==> config.mk <==
export PLATFORM = sky130hd
export DESIGN_NAME = cpu_irq_unit
export DESIGN_NICKNAME = d
export VERILOG_FILES = /design/src/rtl/irq_unit_pkg.sv /design/src/rtl/irq_csr.sv /design/src/rtl/irq_line_mux.sv /design/src/rtl/irq_prio_enc.sv /design/src/rtl/cpu_irq_unit.sv
export SDC_FILE = /design/constraint.sdc
export NUM_CORES = 1
export LEC_CHECK = 0
export BUFFER_PORTS_ARGS = -buffer_cell sky130_fd_sc_hd__buf_2
export CORE_ASPECT_RATIO = 0.8
export CORE_MARGIN = 1
export CORE_UTILIZATION = 46
export CTS_CLUSTER_SIZE = 10
export DETAILED_ROUTE_END_ITERATION = 12
export GPL_TIMING_DRIVEN = 0
export MAX_ROUTING_LAYER = met4
export PLACE_DENSITY = 0.81
export SYNTH_ARGS = -nofsm -noshare
export SYNTH_HDL_FRONTEND = slang
export SYNTH_SLANG_ARGS = --single-unit
==> constraint.sdc <==
create_clock -name clk_i -period 1.3 [get_ports clk_i]
set_input_delay 0.065 -clock clk_i [delete_from_list [all_inputs] [get_ports clk_i]]
set_output_delay 0.065 -clock clk_i [all_outputs]
set_load 0.02 [all_outputs]
==> src/rtl/irq_unit_pkg.sv <==
package irq_unit_pkg;
  typedef enum logic {
    SEL_STATUS = 1'b0,
    SEL_CAUSE  = 1'b1
  } reg_sel_e;

  localparam int unsigned GIE_BIT = 0;
endpackage

==> src/rtl/irq_csr.sv <==
module irq_csr
  import irq_unit_pkg::*;
#(
  parameter int unsigned DATA_W    = 16,
  parameter int unsigned N_LINES   = 8,
  parameter int unsigned N_SW      = 2,
  parameter int unsigned FIELD_LSB = 8
) (
  input  logic               clk_i,
  input  logic               rst_ni,
  input  logic               we_i,
  input  reg_sel_e           sel_i,
  input  logic [DATA_W-1:0]  wdata_i,
  input  logic [N_LINES-1:0] lines_i,
  output logic [N_LINES-1:0] mask_o,
  output logic               gie_o,
  output logic [N_SW-1:0]    sw_pend_o,
  output logic [DATA_W-1:0]  rdata_o
);
  logic [DATA_W-1:0] status_q;
  logic [N_SW-1:0]   sw_q;
  logic [DATA_W-1:0] cause_img;

  always_ff @(posedge clk_i or negedge rst_ni) begin
    if (!rst_ni) begin
      status_q <= '0;
      sw_q     <= '0;
    end else if (we_i) begin
      if (sel_i == SEL_STATUS) status_q <= wdata_i;
      else                     sw_q     <= wdata_i[FIELD_LSB +: N_SW];
    end
  end

  always_comb begin
    cause_img = '0;
    cause_img[FIELD_LSB +: N_LINES] = lines_i;
  end

  assign rdata_o   = (sel_i == SEL_STATUS) ? status_q : cause_img;
  assign mask_o    = status_q[FIELD_LSB +: N_LINES];
  assign gie_o     = status_q[GIE_BIT];
  assign sw_pend_o = sw_q;
endmodule

==> src/rtl/irq_line_mux.sv <==
module irq_line_mux #(
  parameter int unsigned N_LINES   = 8,
  parameter int unsigned N_SW      = 2,
  parameter bit          HAS_TIMER = 1'b1
) (
  input  logic [N_SW-1:0]         sw_i,
  input  logic [N_LINES-N_SW-1:0] hw_i,
  input  logic                    timer_i,
  output logic [N_LINES-1:0]      lines_o
);
  localparam int unsigned N_HW = N_LINES - N_SW;

  logic top_line;

  // top line comes from the counter compare when one is fitted
  assign top_line = HAS_TIMER ? timer_i : hw_i[N_HW-1];
  assign lines_o  = {top_line, hw_i[N_HW-2:0], sw_i};
endmodule

==> src/rtl/irq_prio_enc.sv <==
module irq_prio_enc #(
  parameter int unsigned N_LINES = 8,
  localparam int unsigned ID_W   = $clog2(N_LINES)
) (
  input  logic [N_LINES-1:0] req_i,
  output logic               any_o,
  output logic [ID_W-1:0]    id_o
);
  logic [N_LINES-1:0] win;

  // a line wins when no higher-numbered line requests
  for (genvar i = 0; i < N_LINES; i++) begin : g_win
    if (i == N_LINES - 1) begin : g_top
      assign win[i] = req_i[i];
    end else begin : g_low
      assign win[i] = req_i[i] & ~(|req_i[N_LINES-1:i+1]);
    end
  end

  always_comb begin
    id_o = '0;
    for (int i = 0; i < N_LINES; i++) begin
      if (win[i]) id_o = ID_W'(i);
    end
  end

  assign any_o = |req_i;
endmodule

==> src/rtl/cpu_irq_unit.sv <==
module cpu_irq_unit
  import irq_unit_pkg::*;
#(
  parameter int unsigned DATA_W    = 16,
  parameter int unsigned N_LINES   = 8,
  parameter int unsigned N_SW      = 2,
  parameter int unsigned FIELD_LSB = 8,
  parameter bit          HAS_TIMER = 1'b1,
  localparam int unsigned ID_W     = $clog2(N_LINES),
  localparam int unsigned N_HW     = N_LINES - N_SW
) (
  input  logic              clk_i,
  input  logic              rst_ni,
  input  logic              we_i,
  input  logic              addr_i,
  input  logic [DATA_W-1:0] wdata_i,
  output logic [DATA_W-1:0] rdata_o,
  input  logic [N_HW-1:0]   hw_irq_i,
  input  logic              timer_irq_i,
  output logic              irq_o,
  output logic [ID_W-1:0]   irq_id_o
);
  logic [N_LINES-1:0] lines_w;
  logic [N_LINES-1:0] mask_w;
  logic [N_LINES-1:0] eff_w;
  logic [N_SW-1:0]    sw_w;
  logic               gie_w;
  logic               any_w;
  logic [ID_W-1:0]    id_w;
  logic               irq_q;
  logic [ID_W-1:0]    id_q;
  reg_sel_e           sel_w;

  assign sel_w = reg_sel_e'(addr_i);

  irq_csr #(
    .DATA_W   (DATA_W),
    .N_LINES  (N_LINES),
    .N_SW     (N_SW),
    .FIELD_LSB(FIELD_LSB)
  ) u_csr (
    .clk_i    (clk_i),
    .rst_ni   (rst_ni),
    .we_i     (we_i),
    .sel_i    (sel_w),
    .wdata_i  (wdata_i),
    .lines_i  (lines_w),
    .mask_o   (mask_w),
    .gie_o    (gie_w),
    .sw_pend_o(sw_w),
    .rdata_o  (rdata_o)
  );

  irq_line_mux #(
    .N_LINES  (N_LINES),
    .N_SW     (N_SW),
    .HAS_TIMER(HAS_TIMER)
  ) u_mux (
    .sw_i   (sw_w),
    .hw_i   (hw_irq_i),
    .timer_i(timer_irq_i),
    .lines_o(lines_w)
  );

  assign eff_w = lines_w & mask_w;

  irq_prio_enc #(
    .N_LINES(N_LINES)
  ) u_enc (
    .req_i(eff_w),
    .any_o(any_w),
    .id_o (id_w)
  );

  always_ff @(posedge clk_i or negedge rst_ni) begin
    if (!rst_ni) begin
      irq_q <= 1'b0;
      id_q  <= '0;
    end else begin
      irq_q <= gie_w & any_w;
      id_q  <= id_w;
    end
  end

  assign irq_o    = irq_q;
  assign irq_id_o = id_q;
endmodule

==> flow_summary.json <==
{
  "synth_top_area_frac": 0.507,
  "finalSetupViolations": 0,
  "vias": 869,
  "power_density_nw_per_um2": 1240,
  "fin_crit_ns": 1.24,
  "drc_errors": 0,
  "grt_pass1_wl_mm": 3.71,
  "synth_cell_type_count": 16,
  "worst_slew_pin_slew_ns": 0.484,
  "yosysWarnings": 0,
  "placed_cell_area_um2": 1340,
  "boundaryPins": 47,
  "met2RoutedLength_mm": 1.11,
  "synth-main-ff-cell": "dfrtp_1",
  "grt_max_degree": 23,
  "htree_levels": 1,
  "cts_root_buffer": "clkbuf_4",
  "worstSetupPathType": "reg -> out",
  "slowest_stage": "dfrtp_1",
  "synth_fp_nets": 104,
  "fp.dieW_um": 56.3,
  "nets": 171,
  "place_hpwl_mm": 1.58,
  "drv_cap": 0,
  "cp.arrival_ns": 1.17,
  "hold_class": "in -> reg",
  "power_frac_seq": 0.439,
  "io_buffers": 44,
  "drt_first_pass_iters": 4,
  "crit_chain": "mux2_2 > buf_2",
  "gp_congestion": 0.706,
  "totalWireLength_mm": 2.33,
  "fin_skew_ns": 0.00225,
  "cts_resized": 0,
  "clock_latency_ns": 0.31,
  "intPower_mw": 1.40,
  "cp_max_fo": 4,
  "slew_violations": 0,
  "outcome": "completed",
  "slew_headroom": 0.677,
  "vias_per_cell": 5.17,
  "rsz0062_at_grt": "no",
  "hold_viol_final": 0,
  "async_flop_share": 1.00,
  "area_growth_pct": 44.4,
  "yosysMostFrequentCell": "dfrtp_1",
  "initial_core_util": 0.495,
  "dr_wl_met3_um": 151,
  "antenna_found_initial": 0,
  "yosysTopAreaCell": "dfrtp_1",
  "drt_iter0_drc": 21,
  "fmax_mhz": 809,
  "grt.total_usage": 0.204,
  "start_kind": "flip-flop",
  "irDropWorstVdd_mv": 1.48,
  "cp-end-kind": "primary output",
  "cts_tree": "built",
  "required_ns": 1.24,
  "drive_gt1_frac": 0.559,
  "top_layer": "met4",
  "clock_sinks": 22,
  "synthTopCellsByCount": "dfrtp_1, mux2_2, mux2_4",
  "tns_ns": 0,
  "post-route-cell-area_um2": 1570,
  "syn_avg_cell_area_um2": 14.1,
  "diodes": 0,
  "combPwrFrac": 0.294,
  "clockBufferDepth": 2,
  "grt_pass1_vias": 809,
  "synth-edff-count": 0,
  "synth.area.top_cells": "dfrtp_1, mux2_2, mux2_4, nor2b_1, nand2_1",
  "fin_crit_sh": 0.950,
  "clkTransAtPathRegs_ns": 0.12,
  "power_frac_clock": 0.266,
  "dieArea_um2": 2560,
  "die_h_um": 45.5,
  "wl_met1_mm": 1.05,
  "overflow": 0,
  "switching_share": 0.279,
  "syn-cell-area_um2": 1090,
  "final_antenna_net_count": 0,
  "synth_cells": 77,
  "power_switching_mw": 0.543,
  "ys_seq_area_frac": 0.507,
  "rows": 15,
  "design.core.area_um2": 2200,
  "slowest_delay_ns": 0.43,
  "ys_seq_elements": 22,
  "drt-wirelength-per-cell_um": 13.9,
  "numCtsBuffers": 3,
  "p_leak_nw": 0.765
}
[cells by family (layout without fill, tap and decap cells)]
| group | count (synthesis) | in the layout | synth area share |
|---|---|---|---|
| muxes | 26 | 26 | 0.304 |
| buffers and inverters | 4 | 70 | 0.0438 |
| AOI/OAI and AO/OA | 7 | 7 | 0.0507 |
| DFF | 22 | 22 | 0.507 |
| and+or+nand+nor | 18 | 18 | 0.0945 |
[path summary, 6_finish.rpt]
check / start / endpoint / slack (ns) / depth (start not counted)
worst min register to register: u_csr.status_q[6] / u_csr.status_q[6] / 0.52 / 1
max in group asynchronous: rst_ni / u_csr.status_q[10] / 0.74 / 2
min in group asynchronous: rst_ni / irq_id_o[2] / 0.23 / 2
worst max-delay path: u_csr.sw_pend_o[1] / rdata_o[9] / 0.06 / 2
worst min-delay path: hw_irq_i[4] / irq_id_o[2] / 0.08 / 3
worst max register to register: u_csr.status_q[12] / irq_o / 0.18 / 3
[power groups by stage]
stage,Combinational [mW],Clock [mW],Sequential [mW]
2_1_floorplan,0.328,0,0.884
3_3_place_gp,0.509,0,0.862
3_5_place_dp,0.521,0,0.869
4_1_cts,0.561,0.530,0.857
5_1_grt,0.613,0.563,0.873
6_report,0.573,0.518,0.855
[routing by layer]
metal	GRT usage	up-vias
met2	0.321	40
met4	0.0585	0
li1	-	405
met3	0.0710	4
met5	-	-
met1	0.253	420
[final cells by class]
cell class                 count  area, µm²
timing repair buffer          62        398
clock buffer                   3       22.5
clock inverter                 1       30.0
buffer                         4       47.5
sequential                    22        551
fill                         165        628
tap                           25       31.3
multi-input combinational     51        488
[per-stage QoR]
step,setup WS [ns],hold WS (ns),utilization,power (mW),cells
after detailed placement,0.191,0.0623,0.609,1.39,146
after CTS,0.0330,0.00641,0.706,1.95,166
final,0.0645,0.0763,0.714,1.95,168
after global routing,0.00663,0.0659,0.714,2.05,168
after global placement,0.198,0.0470,0.609,1.37,146
after floorplan,0.239,-0.231,-,1.21,77
[placed cells by master (no fill, tap or decap), types with 2 or more instances in the layout]
cell / count
buf_6: 2
mux2_2: 16
buf_2: 45
mux2_4: 10
o211ai_1: 2
a22oi_1: 2
nand2_1: 7
dfrtp_1: 22
dlygate4sd3_1: 17
nor2b_1: 8
clkbuf_4: 3
[repair_timing]
action                                  in CTS  in global routing
setup buffers                                0                  1
endpoints found under the setup margin       0                  1
hold buffers                                16                  1
hold endpoints to repair                    37                  1
[registers in the layout (all words and copies together), names as in the netlist]
register         count
u_csr.sw_pend_o      2
irq_o                1
u_csr.status_q      16
irq_id_o             3
[worst max-delay path, delay by kind of cell (launching register included)]
family	cells	cell delay, ns
mux	1	0.28
buf+inv	1	0.16
flops	1	0.43
(Power assumes the default switching activity.)
